==> src/rtl/adc_pkg.sv <==
package adc_pkg;
  typedef enum logic [1:0] {ST_IDLE, ST_DELAY, ST_CONV} seq_st_t;

  localparam logic [1:0] ADDR_CTRL = 2'd0;
  localparam logic [1:0] ADDR_HI   = 2'd1;
  localparam logic [1:0] ADDR_LO   = 2'd2;
  localparam logic [1:0] CS_RC     = 2'b11;

  localparam int B_EN   = 0;
  localparam int B_GO   = 1;
  localparam int B_CS   = 2;
  localparam int B_FMT  = 4;
  localparam int B_IE   = 5;
  localparam int B_FLAG = 6;

  typedef struct packed {
    logic       flag;
    logic       ie;
    logic       fmt;
    logic [1:0] cs;
    logic       en;
  } ctl_t;
endpackage

==> src/rtl/adc_clkgen.sv <==
module adc_clkgen #(
  parameter int DIV0 = 2,
  parameter int DIV1 = 4,
  parameter int DIV2 = 8
) (
  input  logic       clk,
  input  logic       rst_n,
  input  logic       run,
  input  logic [1:0] cs,
  input  logic       rc_tick,
  output logic       tick
);
  localparam int DMAX = (DIV0 > DIV1) ? ((DIV0 > DIV2) ? DIV0 : DIV2)
                                      : ((DIV1 > DIV2) ? DIV1 : DIV2);
  localparam int CW = $clog2(DMAX + 1);
  localparam int DIVS [3] = '{DIV0, DIV1, DIV2};

  logic [CW-1:0] cnt_q, cnt_d;
  logic [3:0]    hit;

  genvar g;
  generate
    for (g = 0; g < 3; g++) begin : g_div
      assign hit[g] = (cnt_q == CW'(DIVS[g] - 1));
    end
  endgenerate
  assign hit[3] = rc_tick;

  assign tick = run & hit[cs];

  always_comb begin
    cnt_d = cnt_q;
    if (!run || tick) cnt_d = '0;
    else              cnt_d = cnt_q + 1'b1;
  end

  always_ff @(posedge clk or negedge rst_n) begin
    if (!rst_n) cnt_q <= '0;
    else        cnt_q <= cnt_d;
  end
endmodule

==> src/rtl/adc_sar.sv <==
module adc_sar #(
  parameter int NBITS = 10
) (
  input  logic             clk,
  input  logic             rst_n,
  input  logic             clr,
  input  logic             tick,
  input  logic             cmp_in,
  output logic [NBITS-1:0] dac_code,
  output logic [NBITS-1:0] value,
  output logic             last
);
  localparam int IW = $clog2(NBITS);

  logic [NBITS-1:0] bits_q, bits_d, onehot;
  logic [IW-1:0]    idx_q, idx_d;

  assign onehot   = NBITS'(1) << idx_q;
  assign dac_code = bits_q | onehot;
  assign value    = cmp_in ? (bits_q | onehot) : bits_q;
  assign last     = tick && (idx_q == '0);

  always_comb begin
    bits_d = bits_q;
    idx_d  = idx_q;
    if (clr) begin
      bits_d = '0;
      idx_d  = IW'(NBITS - 1);
    end else if (tick) begin
      bits_d = value;
      if (idx_q != '0) idx_d = idx_q - 1'b1;
    end
  end

  always_ff @(posedge clk or negedge rst_n) begin
    if (!rst_n) begin
      bits_q <= '0;
      idx_q  <= IW'(NBITS - 1);
    end else begin
      bits_q <= bits_d;
      idx_q  <= idx_d;
    end
  end
endmodule

==> src/rtl/adc_result.sv <==
module adc_result #(
  parameter int NBITS = 10
) (
  input  logic             clk,
  input  logic             load,
  input  logic             fmt,
  input  logic [NBITS-1:0] value,
  input  logic             wr_hi,
  input  logic             wr_lo,
  input  logic [7:0]       wr_data,
  output logic [7:0]       res_hi,
  output logic [7:0]       res_lo
);
  localparam int PAD = 16 - NBITS;

  logic [15:0] left_w, right_w, word_w;
  logic [7:0]  hi_d, lo_d, hi_q, lo_q;

  assign left_w  = {value, {PAD{1'b0}}};
  assign right_w = {{PAD{1'b0}}, value};
  assign word_w  = fmt ? right_w : left_w;

  always_comb begin
    hi_d = hi_q;
    lo_d = lo_q;
    if (load) begin
      hi_d = word_w[15:8];
      lo_d = word_w[7:0];
    end else begin
      if (wr_hi) hi_d = wr_data;
      if (wr_lo) lo_d = wr_data;
    end
  end

  // result bytes deliberately carry no reset: they survive any reset
  always_ff @(posedge clk) begin
    hi_q <= hi_d;
    lo_q <= lo_d;
  end

  assign res_hi = hi_q;
  assign res_lo = lo_q;
endmodule

==> src/rtl/adc_seq_ctrl.sv <==
module adc_seq_ctrl
  import adc_pkg::*;
#(
  parameter int NBITS     = 10,
  parameter int DIV0      = 2,
  parameter int DIV1      = 4,
  parameter int DIV2      = 8,
  parameter int INSTR_CYC = 4
) (
  input  logic             clk,
  input  logic             rst_n,
  input  logic             wr_en,
  input  logic [1:0]       wr_addr,
  input  logic [7:0]       wr_data,
  input  logic             sleep_req,
  input  logic             rc_tick,
  input  logic             cmp_in,
  output logic [NBITS-1:0] dac_code,
  output logic [7:0]       res_hi,
  output logic [7:0]       res_lo,
  output logic             ctl_en,
  output logic             ctl_go,
  output logic [1:0]       ctl_cs,
  output logic             ctl_fmt,
  output logic             ctl_ie,
  output logic             ctl_flag,
  output logic             conv_pwr,
  output logic             irq_wake
);
  localparam int DW = $clog2(INSTR_CYC + 1);

  logic rst_meta, rst_sync_n;
  always_ff @(posedge clk or negedge rst_n) begin
    if (!rst_n) begin
      rst_meta   <= 1'b0;
      rst_sync_n <= 1'b0;
    end else begin
      rst_meta   <= 1'b1;
      rst_sync_n <= rst_meta;
    end
  end

  seq_st_t       st_q, st_d;
  ctl_t          ctl_q, ctl_d;
  logic          pdown_q, pdown_d;
  logic [DW-1:0] dcnt_q, dcnt_d;

  logic ctrl_wr, busy, rc_sel, kill, start, done;
  logic tick, sar_last;
  logic [NBITS-1:0] sar_value;

  assign ctrl_wr  = wr_en && (wr_addr == ADDR_CTRL);
  assign rc_sel   = (ctl_q.cs == CS_RC);
  assign busy     = (st_q != ST_IDLE);
  assign conv_pwr = ctl_q.en && !pdown_q;
  assign kill     = busy && ((sleep_req && !rc_sel) || !ctl_q.en);
  assign start    = ctrl_wr && wr_data[B_GO] && !busy && conv_pwr;
  assign done     = sar_last && !kill;

  always_comb begin
    st_d   = st_q;
    dcnt_d = dcnt_q;
    case (st_q)
      ST_IDLE: begin
        dcnt_d = '0;
        if (start)
          st_d = (wr_data[B_CS +: 2] == CS_RC) ? ST_DELAY : ST_CONV;
      end
      ST_DELAY: begin
        if (dcnt_q == DW'(INSTR_CYC - 1)) st_d = ST_CONV;
        else                              dcnt_d = dcnt_q + 1'b1;
      end
      ST_CONV: begin
        if (done) st_d = ST_IDLE;
      end
      default: st_d = ST_IDLE;
    endcase
    if (kill) st_d = ST_IDLE;
  end

  always_comb begin
    ctl_d = ctl_q;
    if (ctrl_wr) begin
      ctl_d.en   = wr_data[B_EN];
      ctl_d.cs   = wr_data[B_CS +: 2];
      ctl_d.fmt  = wr_data[B_FMT];
      ctl_d.ie   = wr_data[B_IE];
      ctl_d.flag = wr_data[B_FLAG];
    end
    if (done) ctl_d.flag = 1'b1;
  end

  assign pdown_d = sleep_req &&
                   (pdown_q || (!rc_sel && ctl_q.en) || (done && !ctl_q.ie));

  always_ff @(posedge clk or negedge rst_sync_n) begin
    if (!rst_sync_n) begin
      st_q    <= ST_IDLE;
      ctl_q   <= '0;
      pdown_q <= 1'b0;
      dcnt_q  <= '0;
    end else begin
      st_q    <= st_d;
      ctl_q   <= ctl_d;
      pdown_q <= pdown_d;
      dcnt_q  <= dcnt_d;
    end
  end

  adc_clkgen #(.DIV0(DIV0), .DIV1(DIV1), .DIV2(DIV2)) u_clk (
    .clk     (clk),
    .rst_n   (rst_sync_n),
    .run     (st_q == ST_CONV),
    .cs      (ctl_q.cs),
    .rc_tick (rc_tick),
    .tick    (tick)
  );

  adc_sar #(.NBITS(NBITS)) u_sar (
    .clk      (clk),
    .rst_n    (rst_sync_n),
    .clr      (st_q != ST_CONV),
    .tick     (tick),
    .cmp_in   (cmp_in),
    .dac_code (dac_code),
    .value    (sar_value),
    .last     (sar_last)
  );

  adc_result #(.NBITS(NBITS)) u_res (
    .clk     (clk),
    .load    (done),
    .fmt     (ctl_q.fmt),
    .value   (sar_value),
    .wr_hi   (wr_en && (wr_addr == ADDR_HI) && !ctl_q.en),
    .wr_lo   (wr_en && (wr_addr == ADDR_LO) && !ctl_q.en),
    .wr_data (wr_data),
    .res_hi  (res_hi),
    .res_lo  (res_lo)
  );

  assign ctl_en   = ctl_q.en;
  assign ctl_go   = busy;
  assign ctl_cs   = ctl_q.cs;
  assign ctl_fmt  = ctl_q.fmt;
  assign ctl_ie   = ctl_q.ie;
  assign ctl_flag = ctl_q.flag;
  assign irq_wake = ctl_q.flag && ctl_q.ie;
endmodule

==> config.mk <==
export PLATFORM = sky130hd
export DESIGN_NAME = adc_seq_ctrl
export DESIGN_NICKNAME = d
export VERILOG_FILES = /design/src/rtl/adc_pkg.sv /design/src/rtl/adc_clkgen.sv /design/src/rtl/adc_sar.sv /design/src/rtl/adc_result.sv /design/src/rtl/adc_seq_ctrl.sv
export SDC_FILE = /design/constraint.sdc
export NUM_CORES = 1
export LEC_CHECK = 0
export ABC_AREA = 1
export BUFFER_PORTS_ARGS = -buffer_cell sky130_fd_sc_hd__buf_2
export CORE_UTILIZATION = 55
export CTS_BUF_LIST = sky130_fd_sc_hd__clkbuf_2
export CTS_CLUSTER_DIAMETER = 40
export DETAILED_ROUTE_END_ITERATION = 8
export PLACE_DENSITY = 0.8
export SLEW_MARGIN = 20
export SYNTH_ARGS = -nofsm -noshare
export SYNTH_HDL_FRONTEND = slang
export SYNTH_SLANG_ARGS = --single-unit
==> constraint.sdc <==
create_clock -name clk -period 2.7 [get_ports clk]
set_input_delay 0.27 -clock clk [delete_from_list [all_inputs] [get_ports clk]]
set_output_delay 0.27 -clock clk [all_outputs]
set_load 0.005 [all_outputs]
Word-level counts from Yosys, hierarchy flattened --
Cells that the tools add are included.
Word-level totals: register bits after elaboration 48, word-level logic and storage cells 103, input port bits 16
Operators by class: bitwise logic cells 2, reduce and logical (&&, ||, !) cells 42, $lt $le $gt $ge 1, shift operators 1, add/subtract/negate cells 3, muxes and demuxes 24, equality and inequality tests 15
Operators with widths (number):
- two-way mux 8 bit | 4
- two-way mux 10 bit | 3
- logical AND 1 bit | 17
- two-way mux 16 bit | 1
- two-way mux 4 bit | 4
- nonzero test 2 bit | 7
- two-way mux 2 bit | 5
- bitwise OR 10 bit | 1
- left shift 1 x 4 -> 10 bit, first input constant | 1
- != test 3 bit, second input constant | 3
- equality test 2 bit, second input constant | 4
- zero test 1 bit | 7
- two-way mux 6 bit | 1
- one-hot mux 2 bit (3 select lines) | 1
- one-hot mux 3 bit (2 select lines) | 1
- adder 4 x 1 -> 4 bit, second input constant | 1
- equality test 2 x 1 -> 1 bit, second input constant | 2
- equality test 4 x 1 -> 1 bit, second input constant | 1
- equality test 4 x 2 -> 1 bit, second input constant | 1
- equality test 4 x 3 -> 1 bit, second input constant | 1
- zero test 2 bit | 2
- zero test 4 bit | 1
- logical OR 1 bit | 4
- != test 2 bit, second input constant | 2
- other kinds (11) | 13

Depth between registers and ports, before layout --
word-level depth 10, depth in mapped cells 11

Hierarchy --
From an unflattened synthesis, not the netlist that was laid out.
Second synthesis, totals: cell total of the unflattened synthesis 307, area total of the unflattened synthesis 2643.8 um2
By module, submodules not included:
- adc_sar | area each 949.7 um2, cells each 123, times used 1
- adc_result | area each 738.2 um2, cells each 68, times used 1
- adc_seq_ctrl | area each 711.9 um2, cells each 86, times used 1
- adc_clkgen | area each 244.0 um2, cells each 30, times used 1

Least setup slack after synthesis --
No wires, ideal clock.
path kind register -> register, start point register u_sar.idx_q[0], end point register u_res.hi_q[0] (netlist: u_res.res_hi[0]), enable pin, data arrival time 1.603 ns, slack 0.741 ns, required time 2.344 ns, setup time 0.356 ns, stages on the path, launching flop included 8, clock period less this slack 1.959 ns, cell sequence dfstp_2 -> inv_1 -> ha_1 -> nand2_4 -> nor2_8 -> nand4_4 -> buf_6 -> o21ai_0
Between the ends: cells in the longest elaborated chain, start to end 4
RTL lines:
- start, declared | line adc_sar.sv:16 | logic [IW-1:0] idx_q, idx_d;
- start signal, assigned | line adc_sar.sv:38 | idx_q <= IW'(NBITS - 1);
- start signal, assigned | line adc_sar.sv:41 | idx_q <= idx_d;
- zero test 4 bit | line adc_sar.sv:21 | assign last = tick && (idx_q == '0);
- logical AND 1 bit | line adc_sar.sv:21
- logical AND 1 bit | line adc_seq_ctrl.sv:58 | assign done = sar_last && !kill;
- nonzero test 2 bit (no line)
- end signal, assigned | line adc_result.sv:37 | hi_q <= hi_d;
- end, declared | line adc_result.sv:17 | logic [7:0] hi_d, lo_d, hi_q, lo_q;
No other way between the ends. A chain may end at the register's enable or synchronous reset.

Worst setup path after layout --
start point register u_sar.idx_q[0], end point register u_res.lo_q[7] (netlist: u_res.res_lo[7]), data pin
Between the ends: cells in the longest elaborated chain, start to end 5, elaborated cells between the ends (all ways) 8
RTL lines:
- left shift 1 x 4 -> 10 bit | line adc_sar.sv:18 | assign onehot = NBITS'(1) << idx_q;
- bitwise OR 10 bit | line adc_sar.sv:20 | assign value = cmp_in ? (bits_q | onehot) : bits_q;
- two-way mux 10 bit | line adc_sar.sv:20
- two-way mux 16 bit | line adc_result.sv:21 | assign word_w = fmt ? right_w : left_w;
- two-way mux 8 bit * | line adc_result.sv:26 | if (load) begin
- named net u_res.lo_d[7] | line adc_result.sv:17
- end signal, assigned | line adc_result.sv:38 | lo_q <= lo_d;
- end, declared | line adc_result.sv:17
The timed path passes the listed nets; every way through them passes the cells marked *.

==> key figures <==
Synth
  – Synthesized instance count: roughly 300
  – Syn avg cell area: approximately 8.7 um^2
  – Simple-gate share of the synthesized area: between 20% and 30%
  – Largest family of logic cells by synthesized area: simple AND/OR/NAND/NOR gates
  – Library cells used by synthesis: 31
  – Multiplexer share of the synthesized area: less than 1%
  – Top cell type's share of synthesized area: roughly 29%
  – Largest cells by area after synthesis: dfrtp_1 (29%), edfxtp_1 (19%), nand2_1 (13%)
  – Synthesized Nets: 321
  – Post-synthesis xor/xnor area fraction: less than 1%
  – Post-synthesis sequential area ratio: between 50% and 60%
  – Yosys top cell by area: dfrtp_1
  – Seq cells post-synth: between 40 and 50
  – Compound-Gate Fraction of Synth Area: approximately 12%
  – Yosys warns: 0
  – Synth Area in Adders: 4.39%
  – Synth Cell Area: ~0.0026 mm^2

Detailed routing
  – DRT iter0 DRCs: around 140
  – DR DRC count: 0
  – Routed wire length: slightly above 5000 um
  – Wire per inst: about 13 um
  – Via density: 5.08
  – Vias: ~2k
  – DRT antenna net count: 0
  – Drt pass-1 iters: 4

Floorplanning
  – # IOs: 51
  – Die W: approximately 70 um
  – Row count: 24
  – Die ar.: ~0.005 mm^2
  – Core area: 0.00441 mm^2
  – Die height: ~70 um
  – Initial Utilization: about three fifths

Worst setup path
  – Critical Path AT: 2.39 ns
  – Worst EP required: roughly 3.0 ns
  – Most used cell, CP: nand2_1
  – CP Max Fanout: 16
  – Internal reg-to-reg setup slack: roughly 0.56 ns
  – Setup Crit Path Kind: register to register
  – Startpoint types: register
  – Cell chain of the critical path: inv_1 -> ha_1 -> nand2_4 -> nor2_8 -> nand4_4 -> buf_4 -> clkinv_1 -> nand2_1 -> nand2_1
  – CP Capture Type: register
  – Crit-path slowest cell: dfstp_2
  – Critical path's largest stage delay: ~0.6 ns

Clock network
  – Clk slew on worst S/H paths: between 0.2 and 0.3 ns
  – CTS tree: yes
  – Clock tree sinks: 48
  – Number of CTS-inserted buffers: 5
  – CTS root buf: clkbuf_2
  – Postcts setup bufs: 0
  – Max clock buf depth: 2
  – Worst-skew pair later-pin latency: approximately 0.44 ns
  – CTS H-tree lvls: 2

STA
  – Final Max Tran Viols: 0
  – Final Setup Violations: 0
  – Period Utilization, post-route: about four fifths
  – Fin Clk Skew: between 0.02 and 0.025 ns
  – Unrepaired setup endpoints after global routing: false
  – Setup TNS: 0 ns
  – Max transition margin: around half
  – Final Hold Viols: 0
  – Achievable Freq: ~470 MHz
  – Final min period: ~2.1 ns
  – Worst Tran Pin Value: 0.722 ns

GRT
  – Largest net degree at the start of global routing: 31
  – Global-route wire length before repair: ~9000 um
  – Antenna violations before repair: 0
  – GRT Total Usage: 23.3%
  – Grt ovf: 0
  – Vias in the first global route: ~2.0k

Place
  – IO Port Bufs: 50
  – GPL Wtd Cong: between 0.9 and 1
  – DP Wirelength: 3900 um
  – Placement Cell Area: between 0.002 and 0.003 mm^2

Power
  – IR Drop Worst-Case VDD: about 480 uV
  – Static Leakage: ~0.0014 uW
  – Pwr dens: between 700 and 800 mW/mm^2

Layout
  – Final net count: about 370
  – Cell area after layout: between 0.002 and 0.003 mm^2
  – # diodes: 0
  – Area Overhead vs Synth: 13.4%
  – Share of cells above drive strength 1: 25.7%

Run status
  – Outcome: finished clean

Run
  – Maxcap violations: 0

Min path
  – Worst Hold Class: primary input to register
[metrics by stage]
step / util [%] / cells / hold WS, ns / total power, uW / setup WS, ns
after floorplan: - / 296 / -0.0256 / 1530 / 0.741
after global placement: 64.6 / 393 / 0.0553 / 1760 / 0.616
after detailed placement: 64.6 / 393 / 0.0568 / 1780 / 0.559
after CTS: 65.9 / 402 / 0.0187 / 2090 / 0.563
after global routing: 65.9 / 402 / 0.0157 / 2240 / 0.392
final: 65.9 / 402 / 0.0382 / 2070 / 0.561
[critical path, delay by kind of cell (launching register included)]
family                     cells  cell delay, ns
DFF                            1            0.61
buffers and inverters          3            0.58
and+or+nand+nor                5            0.50
adders and majority gates      1            0.27
[sequential cells by signal (all words and copies together), names as in the netlist]
name          cells
u_sar.idx_q       4
u_res.res_lo      8
rst_sync_n        1
ctl_cs            2
ctl_ie            1
rst_meta          1
ctl_fmt           1
ctl_en            1
u_res.res_hi      8
ctl_flag          1
st_q              2
dcnt_q            3
u_clk.cnt_q       4
u_sar.bits_q     10
pdown_q           1
[where the power goes]
group          total, uW  leakage (uW)  switching [uW]  internal [uW]
registers            969      0.000558             103            866
clock network        309     0.0000252             244           64.5
logic                794      0.000865             520            274
[layout make-up]
type | instances | area [um^2]
Inverter | 37 | 139
Sequential cell | 48 | 1280
Clock inverter | 3 | 23.8
Tap cell | 52 | 65.1
Multi-Input combinational cell | 204 | 1100
Fill cell | 379 | 1500
Clock buffer | 5 | 25.0
Timing Repair Buffer | 53 | 275
[worst paths after layout]
kind / startpoint / to / depth (start not counted)
max: u_sar.idx_q[0] / u_res.res_lo[7] / 9
max reg2reg: u_sar.idx_q[0] / u_res.res_lo[7] / 9
min in group asynchronous: rst_n / rst_sync_n / 2
max in group asynchronous: rst_sync_n / u_sar.idx_q[0] / 1
min reg2reg: rst_sync_n / ctl_ie / 1
min: sleep_req / pdown_q / 3
[synthesized netlist by cell type]
cell type and instances:
a21oi_1 17, ha_1 9, nand2_1 91, xor2_1 1, buf_6 2, mux2i_1 1, nand4_1 1, conb_1 1
nand3_1 18, buf_2 3, inv_2 2, dfstp_2 2, nand2_2 1, nand2_4 6, inv_1 33, nor2_1 16
nor2_4 1, clkinv_1 2, o21ai_1 4, a21oi_2 1, mux2_2 1, nor3_1 1, o21ai_2 12, dfrtp_1 30
o21ai_0 17, clkbuf_1 2, nor2_8 1, edfxtp_1 16, nand4_4 1, or2_2 2, o22ai_1 1
[timing repair]
action	CTS	global route
endpoints found under the hold margin	2	0
setup endpoints to repair	0	0
hold buffers	1	0
resized for setup	0	0
[cell usage in the layout (no fill, tap or decap), types with 2 or more instances in the layout]
cell / synthesis / routed
clkinv_1: 2 / 2
dfstp_2: 2 / 2
edfxtp_1: 16 / 16
clkbuf_2: 0 / 5
inv_1: 33 / 33
buf_2: 3 / 50
clkinvlp_4: 0 / 2
or2_2: 2 / 2
nor2_1: 16 / 16
a21oi_1: 17 / 17
nand2_1: 91 / 91
inv_2: 2 / 2
ha_1: 9 / 9
o21ai_1: 4 / 6
o21ai_0: 17 / 15
nand2_4: 6 / 6
o21ai_2: 12 / 12
nand3_1: 18 / 18
buf_4: 0 / 2
dfrtp_1: 30 / 30
[routing by layer]
metal / wire, um / share of wire, % / GRT usage (%) / vias to the layer above
met2: 2320 / 45 / 36.9 / 62
met3: 306 / 6.0 / 5.34 / 4
met1: 2420 / 47 / 32.1 / 917
met4: 57 / 1.1 / 6.44 / 0
li1: - / - / - / 1058
met5: 0 / 0 / 0 / -
[kinds of logic (layout without fill, tap and decap cells)]
logic type                 Yosys count  in the layout
buffers and inverters               44             98
AOI/OAI and AO/OA                   52             52
and+or+nand+nor                    139            139
other                                1              1
adders and majority gates            9              9
DFF                                 48             48
muxes                                2              2
xor gates and xnor gates             1              1
No activity file was read; power rests on OpenSTA's default activity.
